**src/rtl/bdr_pkg.sv**
```systemverilog
package bdr_pkg;
    localparam int PIX_IN_W    = 12;
    localparam int NARROW_W    = 6;
    localparam int WIDE_W      = 8;
    localparam int LFSR_W      = 28;
    localparam int NCH         = 3;
    localparam int DROP_NARROW = PIX_IN_W - NARROW_W;
    localparam int DROP_WIDE   = PIX_IN_W - WIDE_W;

    typedef logic [LFSR_W-1:0]   lfsr_t;
    typedef logic [PIX_IN_W-1:0] pix_t;
    typedef logic [WIDE_W-1:0]   res_t;

    typedef enum logic {
        DEPTH_NARROW = 1'b0,
        DEPTH_WIDE   = 1'b1
    } depth_e;

    typedef struct packed {
        logic   dither_en;
        logic   trunc_en;
        logic   trunc_round;
        logic   hp_en;
        depth_e depth;
    } red_cfg_t;

    function automatic int tap_of(input int ch);
        case (ch)
            0:       return 3;
            1:       return 9;
            default: return 13;
        endcase
    endfunction

    function automatic lfsr_t lfsr_step(input lfsr_t s, input int tap);
        return {s[LFSR_W-2:0], s[LFSR_W-1] ^ s[tap-1]};
    endfunction

    function automatic lfsr_t seed_fix(input lfsr_t s);
        return (s == '0) ? lfsr_t'(1) : s;
    endfunction
endpackage

```
**src/rtl/bdr_noise_gen.sv**
```systemverilog
module bdr_noise_gen
    import bdr_pkg::*;
#(
    parameter int TAP = 3
) (
    input  logic  clk,
    input  logic  rst,
    input  logic  advance,
    input  logic  reload,
    input  lfsr_t seed,
    output lfsr_t cur,
    output lfsr_t prev
);
    lfsr_t state_q;
    lfsr_t prev_q;
    lfsr_t seed_ok;

    assign seed_ok = seed_fix(seed);
    assign cur     = reload ? seed_ok : state_q;
    assign prev    = reload ? seed_ok : prev_q;

    always_ff @(posedge clk) begin
        if (rst) begin
            state_q <= seed_ok;
            prev_q  <= seed_ok;
        end else if (advance) begin
            prev_q  <= cur;
            state_q <= lfsr_step(cur, TAP);
        end
    end
endmodule

```
**src/rtl/bdr_reduce.sv**
```systemverilog
module bdr_reduce
    import bdr_pkg::*;
(
    input  pix_t     pix,
    input  lfsr_t    nz_cur,
    input  lfsr_t    nz_prev,
    input  red_cfg_t cfg,
    output res_t     res
);
    localparam pix_t MASK_WIDE   = pix_t'((1 << DROP_WIDE) - 1);
    localparam pix_t MASK_NARROW = pix_t'((1 << DROP_NARROW) - 1);
    localparam pix_t HALF_WIDE   = pix_t'(1 << (DROP_WIDE - 1));
    localparam pix_t HALF_NARROW = pix_t'(1 << (DROP_NARROW - 1));

    pix_t                noise_raw;
    pix_t                add;
    logic [PIX_IN_W:0]   sum;
    logic [WIDE_W:0]     q_wide;
    logic [NARROW_W:0]   q_narrow;
    logic                wide;

    always_comb begin
        wide      = (cfg.depth == DEPTH_WIDE);
        noise_raw = cfg.hp_en ? (nz_cur[PIX_IN_W-1:0] - nz_prev[PIX_IN_W-1:0])
                              : nz_cur[PIX_IN_W-1:0];
        if (cfg.dither_en)
            add = noise_raw & (wide ? MASK_WIDE : MASK_NARROW);
        else if (cfg.trunc_en && cfg.trunc_round)
            add = wide ? HALF_WIDE : HALF_NARROW;
        else
            add = '0;
        sum      = {1'b0, pix} + {1'b0, add};
        q_wide   = sum[PIX_IN_W -: WIDE_W+1];
        q_narrow = sum[PIX_IN_W -: NARROW_W+1];
        if (wide)
            res = q_wide[WIDE_W] ? {WIDE_W{1'b1}} : q_wide[WIDE_W-1:0];
        else
            res = q_narrow[NARROW_W] ? res_t'({NARROW_W{1'b1}})
                                     : res_t'(q_narrow[NARROW_W-1:0]);
    end
endmodule

```
**src/rtl/pix_depth_reducer.sv**
```systemverilog
module pix_depth_reducer
    import bdr_pkg::*;
(
    input  logic        clk,
    input  logic        rst,
    input  logic        in_valid,
    input  logic        in_sof,
    input  logic [11:0] in_r,
    input  logic [11:0] in_g,
    input  logic [11:0] in_b,
    input  logic        cfg_dither_en,
    input  logic        cfg_trunc_en,
    input  logic        cfg_trunc_round,
    input  logic        cfg_depth,
    input  logic        cfg_hp_en,
    input  logic        cfg_frame_rand,
    input  logic        cfg_rgb_rand,
    input  logic [27:0] cfg_seed_r,
    input  logic [27:0] cfg_seed_g,
    input  logic [27:0] cfg_seed_b,
    output logic        out_valid,
    output logic        out_sof,
    output logic [7:0]  out_r,
    output logic [7:0]  out_g,
    output logic [7:0]  out_b
);
    red_cfg_t cfg;
    pix_t     pix_a  [NCH];
    lfsr_t    seed_a [NCH];
    lfsr_t    gcur   [NCH];
    lfsr_t    gprev  [NCH];
    res_t     res_a  [NCH];
    logic     reload;

    assign cfg.dither_en   = cfg_dither_en;
    assign cfg.trunc_en    = cfg_trunc_en;
    assign cfg.trunc_round = cfg_trunc_round;
    assign cfg.hp_en       = cfg_hp_en;
    assign cfg.depth       = depth_e'(cfg_depth);

    assign pix_a[0]  = in_r;
    assign pix_a[1]  = in_g;
    assign pix_a[2]  = in_b;
    assign seed_a[0] = cfg_seed_r;
    assign seed_a[1] = cfg_seed_g;
    assign seed_a[2] = cfg_seed_b;

    assign reload = in_valid && in_sof && cfg_frame_rand;

    for (genvar c = 0; c < NCH; c++) begin : g_ch
        lfsr_t sel_cur;
        lfsr_t sel_prev;

        bdr_noise_gen #(.TAP(tap_of(c))) u_gen (
            .clk     (clk),
            .rst     (rst),
            .advance (in_valid),
            .reload  (reload),
            .seed    (seed_a[c]),
            .cur     (gcur[c]),
            .prev    (gprev[c])
        );

        assign sel_cur  = cfg_rgb_rand ? gcur[c]  : gcur[0];
        assign sel_prev = cfg_rgb_rand ? gprev[c] : gprev[0];

        bdr_reduce u_red (
            .pix     (pix_a[c]),
            .nz_cur  (sel_cur),
            .nz_prev (sel_prev),
            .cfg     (cfg),
            .res     (res_a[c])
        );
    end

    always_ff @(posedge clk) begin
        if (rst) begin
            out_valid <= 1'b0;
            out_sof   <= 1'b0;
            out_r     <= '0;
            out_g     <= '0;
            out_b     <= '0;
        end else begin
            out_valid <= in_valid;
            out_sof   <= in_sof;
            out_r     <= res_a[0];
            out_g     <= res_a[1];
            out_b     <= res_a[2];
        end
    end
endmodule

```
**config.mk**
```make
export PLATFORM = sky130hd
export DESIGN_NAME = pix_depth_reducer
export DESIGN_NICKNAME = d
export VERILOG_FILES = /design/src/rtl/bdr_pkg.sv /design/src/rtl/bdr_noise_gen.sv /design/src/rtl/bdr_reduce.sv /design/src/rtl/pix_depth_reducer.sv
export SDC_FILE = /design/constraint.sdc
export NUM_CORES = 1
export LEC_CHECK = 0
export BUFFER_PORTS_ARGS = -buffer_cell sky130_fd_sc_hd__buf_2
export CELL_PAD_IN_SITES_DETAIL_PLACEMENT = 2
export CELL_PAD_IN_SITES_GLOBAL_PLACEMENT = 2
export CORE_ASPECT_RATIO = 0.9
export CORE_MARGIN = 4
export CORE_UTILIZATION = 37
export DETAILED_ROUTE_END_ITERATION = 6
export PLACE_DENSITY = 0.93
export SYNTH_ARGS = -nofsm -noshare
export SYNTH_HDL_FRONTEND = slang
export SYNTH_SLANG_ARGS = --single-unit
```
**constraint.sdc**
```tcl
create_clock -name clk -period 8 [get_ports clk]
set_input_delay 0.4 -clock clk [delete_from_list [all_inputs] [get_ports clk]]
set_output_delay 0.4 -clock clk [all_outputs]
set_load 0.01 [all_outputs]
```
# After elaboration in Yosys (flattened, before gate mapping)
# Index checks and enable logic that the tools add are counted.
[classes] bitwise=6 n_addsub=6 mux=43 n_reduce_logical=7
[ops] operator="$mux W28" count=12
[ops] operator="$mux W12" count=19
[ops] operator="$logic_not A28 Y1" count=3
[ops] operator="$mux W8" count=6
[ops] operator="$add A12 B12 Y13" count=3
[ops] operator="$and A12 B12 Y12" count=3
[ops] operator="$mux W6" count=6
[ops] operator="$sub A12 B12 Y12" count=3
[ops] operator="$logic_and A1 B1 Y1" count=3
[ops] operator="$xor A1 B1 Y1" count=3
[ops] operator="$reduce_bool A2 Y1" count=1
[totals] input_bits=131 register_bits=146 elab_cells=73 output_inout_bits=26

# Depth between registers and ports, before layout
[depth] ltp_word=11 ltp_mapped=26

# By module
# Synthesis repeated with hierarchy kept, for this count alone.
[hier_totals] cells_unflattened=1518 hier_area_um2=13223.9
[by_module_without_submodules] mod="bdr_noise_gen (g_ch[1].u_gen)" seq_area_each_um2=1681.6 area_per_inst_um2=2905.3 n_inst=1 cells_each=328
[by_module_without_submodules] mod="bdr_noise_gen (g_ch[0].u_gen)" seq_area_each_um2=1681.6 area_per_inst_um2=2881.5 n_inst=1 cells_each=328
[by_module_without_submodules] mod="bdr_noise_gen (g_ch[2].u_gen)" seq_area_each_um2=1681.6 area_per_inst_um2=2875.3 n_inst=1 cells_each=328
[by_module_without_submodules] mod="pix_depth_reducer" seq_area_each_um2=520.5 area_per_inst_um2=2070.7 n_inst=1 cells_each=179
[by_module_without_submodules] mod="bdr_reduce (g_ch[1].u_red ...)" seq_area_each_um2=0.0 area_per_inst_um2=843.3 n_inst=2 cells_each=121
[by_module_without_submodules] mod="bdr_reduce (g_ch[0].u_red)" seq_area_each_um2=0.0 area_per_inst_um2=804.5 n_inst=1 cells_each=113

# Worst setup path after synthesis
# OpenSTA, ideal clock, no wires.
[synth_timing] kind="input -> register" from="input in_valid" to="register out_g[3]" setup_slack_ns=2.732 cell_stages=24 arrival_time_ns=5.198 cell_sequence="nand3_1 clkbuf_1 buf_1 clkbuf_1 nand2_1 a31o_2 ha_1 a21o_1 a21o_1 a21o_1 a21oi_1 xor2_1 nand2_1 xor2_1 a21boi_0 ha_1 o21a_1 o311ai_0 o211a_1 and4b_1 buf_4 nand4_4 a311o_1 a21oi_1"
[synth_via] elab_chain_len=11 elab_cells_between_ends=16 cone_classes="2 x add/sub; 11 x mux; 1 x bitwise; 2 x reduce/logical"
[synth_lines] item="start: declaration" line_no="pix_depth_reducer.sv:6" rtl="input logic in_valid,"
[synth_lines] item="$logic_and A1 B1 Y1 (*) (2 in a row)" line_no="pix_depth_reducer.sv:48" rtl="assign reload = in_valid && in_sof && cfg_frame_rand;"
[synth_lines] item="$mux W28 / $mux W12 (equally long branches)" line_no="bdr_noise_gen.sv:19, bdr_noise_gen.sv:20"
[synth_lines] item="$mux W12 (on tied branches)" line_no="pix_depth_reducer.sv:64, pix_depth_reducer.sv:65"
[synth_lines] item="$sub A12 B12 Y12" line_no="bdr_reduce.sv:24" rtl="noise_raw = cfg.hp_en ? (nz_cur[PIX_IN_W-1:0] - nz_prev[PIX_IN_W-1:0])"
[synth_lines] item="$mux W12 (*)" line_no="bdr_reduce.sv:24"
[synth_lines] item="$and A12 B12 Y12 (*)" line_no="bdr_reduce.sv:27" rtl="add = noise_raw & (wide ? MASK_WIDE : MASK_NARROW);"
[synth_lines] item="$mux W12 (*)" line_no="bdr_reduce.sv:26" rtl="if (cfg.dither_en)"
[synth_lines] item="$add A12 B12 Y13 (*)" line_no="bdr_reduce.sv:32" rtl="sum = {1'b0, pix} + {1'b0, add};"
[synth_lines] item="$mux W6 / $mux W8 (equally long branches)" line_no="bdr_reduce.sv:38, bdr_reduce.sv:36"
[synth_lines] item="$mux W8 (*)" line_no="bdr_reduce.sv:35" rtl="if (wide)"
[synth_lines] item="end signal: assignment" line_no="pix_depth_reducer.sv:87" rtl="out_g <= res_a[1];"
[synth_lines] item="end: declaration" line_no="pix_depth_reducer.sv:24" rtl="output logic [7:0] out_g,"
# Mark *: on every way between the ends. The rest lies on a longest branch, timed or not.
# A chain may end at the register's enable or synchronous reset.

# Worst setup path after layout
[layout_timing] from="input cfg_seed_r[10]" to="register out_b[0]"
[layout_via] elab_chain_len=11 elab_cells_between_ends=14 cone_classes="2 x add/sub; 10 x mux; 1 x bitwise; 1 x reduce/logical"
[layout_lines] item="start: declaration" line_no="pix_depth_reducer.sv:18" rtl="input logic [27:0] cfg_seed_r,"
[layout_lines] item="$logic_not A28 Y1" line_no="bdr_pkg.sv:40" rtl="return (s == '0) ? lfsr_t'(1) : s;"
[layout_lines] item="$mux W28 (*)" line_no="bdr_pkg.sv:40"
[layout_lines] item="$mux W28 / $mux W12 (equally long branches)" line_no="bdr_noise_gen.sv:19, bdr_noise_gen.sv:20"
[layout_lines] item="$mux W12 (on tied branches)" line_no="pix_depth_reducer.sv:64, pix_depth_reducer.sv:65"
[layout_lines] item="$sub A12 B12 Y12" line_no="bdr_reduce.sv:24"
[layout_lines] item="$mux W12 (*)" line_no="bdr_reduce.sv:24"
[layout_lines] item="$and A12 B12 Y12 (*)" line_no="bdr_reduce.sv:27"
[layout_lines] item="$mux W12 (*)" line_no="bdr_reduce.sv:26"
[layout_lines] item="$add A12 B12 Y13 (*)" line_no="bdr_reduce.sv:32"
[layout_lines] item="$mux W6 / $mux W8 (equally long branches)" line_no="bdr_reduce.sv:38, bdr_reduce.sv:36"
[layout_lines] item="$mux W8 (*)" line_no="bdr_reduce.sv:35"
[layout_lines] item="end signal: assignment" line_no="pix_depth_reducer.sv:88" rtl="out_b <= res_a[2];"
[layout_lines] item="end: declaration" line_no="pix_depth_reducer.sv:25" rtl="output logic [7:0] out_b"
# Marked as above.

==> qor.yml <==
routed_wl_um: 30040
run_status: "complete, no violations"
cp_slowest_cell: "o31ai_1"
layout_common_cells: "buf_2, nand2_1, edfxtp_1, o21ai_0, mux2i_1"
dp.cells: 1279
syn_avg_cell_area_um2: 9.456
avgViaCountPerCell: 5.727
slowest_delay_ns: 0.62
hold_path.class: "in2reg"
first_pass_iters: 5
ant_nets: 0
worst_pin_slew_ns: 1.025
numClockSinks: 128
wl_per_cell_um: 22.92
postCtsSetupBuffers: 0
final_common_cell: "buf_2"
ys_warn_count: 0
clock_path_buffers: 2
drive_gt1_share_pct: 22.35
fillers: 2369
place_congestion: 0.7877
async_reset_ff_share_pct: 0
synth_edf_count: 102
cts.clk_slew.worst_paths_ns: 0.06
leakage_nw: 4.466
critical-path-top-delay-family: "compound AO/OA/AOI/OAI gates"
synth_cells: 879
period_share_pct: 74.94
die_x_um: 166.0
cp.required_ns: 8.32
worstSkewPairLatency_ns: 0.44
drt_iter0_drc: 401
hpwl_um: 20210
grt_pass1_vias: 8348
grt_overflow_total: 0
critical_path_peak_fanout: 5
grt_max_degree: 110
max-vdd-ir-drop_mv: 0.1312
seq_area_frac_synth_pct: 43.11
slew_violations: 0
cpMostUsedCell: "a21o_1"
dieArea_um2: 24930
finalNetCount: 1171
register_area_um2: 3583
timing.fmax_ghz: 0.1668
syn_area_um2: 8312
initial_core_util_pct: 37.98
drc_errors: 0
synth_nets: 1043
crit_type: "in2reg"
antennaDiodeCount: 0
slew_headroom_pct: 31.64
multi_input_area_um2: 4474
cp-start-kind: "primary input"
die_h_um: 150.2
final.setup.tns_ns: 0
synthDistinctLibCells: 53
cts_resized: 0
num_vias: 7508
layout.cells.non_filler: 1311
cts_root_buf: "clkbuf_16"
fin_worst_skew_ns: 0.01101
ioPinCount: 157
max_cap_violations: 0
min_period_ns: 5.995
fp.coreArea_um2: 21890
cp_data_arrival_time_ns: 6.31
antenna_found_initial: 3
io_buffers: 156
tritoncts: "built"
ys.flop_type: "edfxtp_1"
hold_viol: 0
synth-seq-cells: 128
grt_pass1_wl_um: 47200
rows: 51
cts_buffers: 17
synthToLayoutAreaGrowth_pct: 18.47
critPathCaptureType: "register"
finalSetupViolCount: 0
cts_hold_buffers: 0
power_density_nw_per_um2: 212.2
critPathBufInv: 2
htreeDepth: 4
grt_setup_unrepaired: "no"
grt.total_usage_pct: 24.03
## layout make-up
type	instances	area share (%)
well taps	291	3.698
repair buffers	161	8.335
flip-flops and latches	128	36.39
clock inverters	14	1.093
inverters	18	0.6862
multi-input cells	681	45.44
clock buffers	18	4.358
## cell usage after synthesis (20+ instances only)
cell      number  share of area, %
a21oi_1       46               2.8
mux2_2        20               2.7
edfxtp_1     102                37
xnor2_1       23               2.4
nand2_1      146               6.6
o21ai_0       93               5.6
dfxtp_1       26               6.3
ha_1          30               4.5
clkbuf_1      46               2.1
nor2_1        50               2.3
nor4_1        21               1.6
mux2i_1       81               9.8
## path summary, 6_finish.rpt
path         depth (start not counted)  slack [ns]                startpoint                       to
min                                  3        0.25                  in_r[11]                 out_r[7]
max reg2reg                         21        2.80  g_ch[0].u_gen.state_q[1]                 out_b[0]
min reg2reg                          1        0.59  g_ch[2].u_gen.state_q[5]  g_ch[2].u_gen.prev_q[5]
max                                 25        2.00            cfg_seed_r[10]                 out_b[0]
## cell families (layout without fill, tap and decap cells)
logic type               count (synthesis)  after routing  synth area share, %
AO/OA/AOI/OAI                          229            229                16.77
XOR/XNOR                                32             32                3.372
adder cells (fa/ha/maj)                 33             33                5.239
buffers and inverters                   70            211                3.237
flip-flops                             128            128                43.11
multiplexers                           101            101                12.46
AND/OR/NAND/NOR                        286            286                15.81
## sequential cells by signal, summed over array words and instances (netlist names)
register / flops
out_r: 8
out_g: 8
out_b: 8
out_sof: 1
out_valid: 1
g_ch.u_gen.state_q: 84
g_ch.u_gen.prev_q: 18
## metrics by stage
step           power [W]  util (%)  hold slack, ns  instance area, µm²  worst slack [ns]
2_1_floorplan   0.001161         -          0.5174                8312             2.732
3_3_place_gp    0.001302     42.54          0.5365                9310             2.515
3_5_place_dp    0.001334     42.54          0.5627                9310             2.024
4_1_cts         0.002105     44.99          0.2417                9847             2.075
5_1_grt         0.002192     44.99          0.2653                9847             1.641
6_report        0.002090     44.99          0.2530                9847             2.005
## power breakdown
part / total, W / internal (W) / switching (W) / leakage (nW)
logic: 0.000516 / 0.000208 / 0.000307 / 2.94
clock network: 0.000743 / 0.000400 / 0.000343 / 0.253
registers: 0.000831 / 0.000804 / 0.0000272 / 1.27
total: 0.00209 / 0.00141 / 0.000678 / 4.47
## tightest hold or removal path: stages
cell and delay (ns):
buf_2 0.12, a21oi_1 0.05, nor2_1 0.07
## routing by layer
metal,wire [µm],vias to the layer above,global-route usage [%]
li1,-,3493,-
met2,15520,175,43.57
met3,1214,48,5.618
met1,12670,3786,28.67
met4,602,6,6.887
met5,41,-,0
No activity file was read; power rests on OpenSTA's default activity.
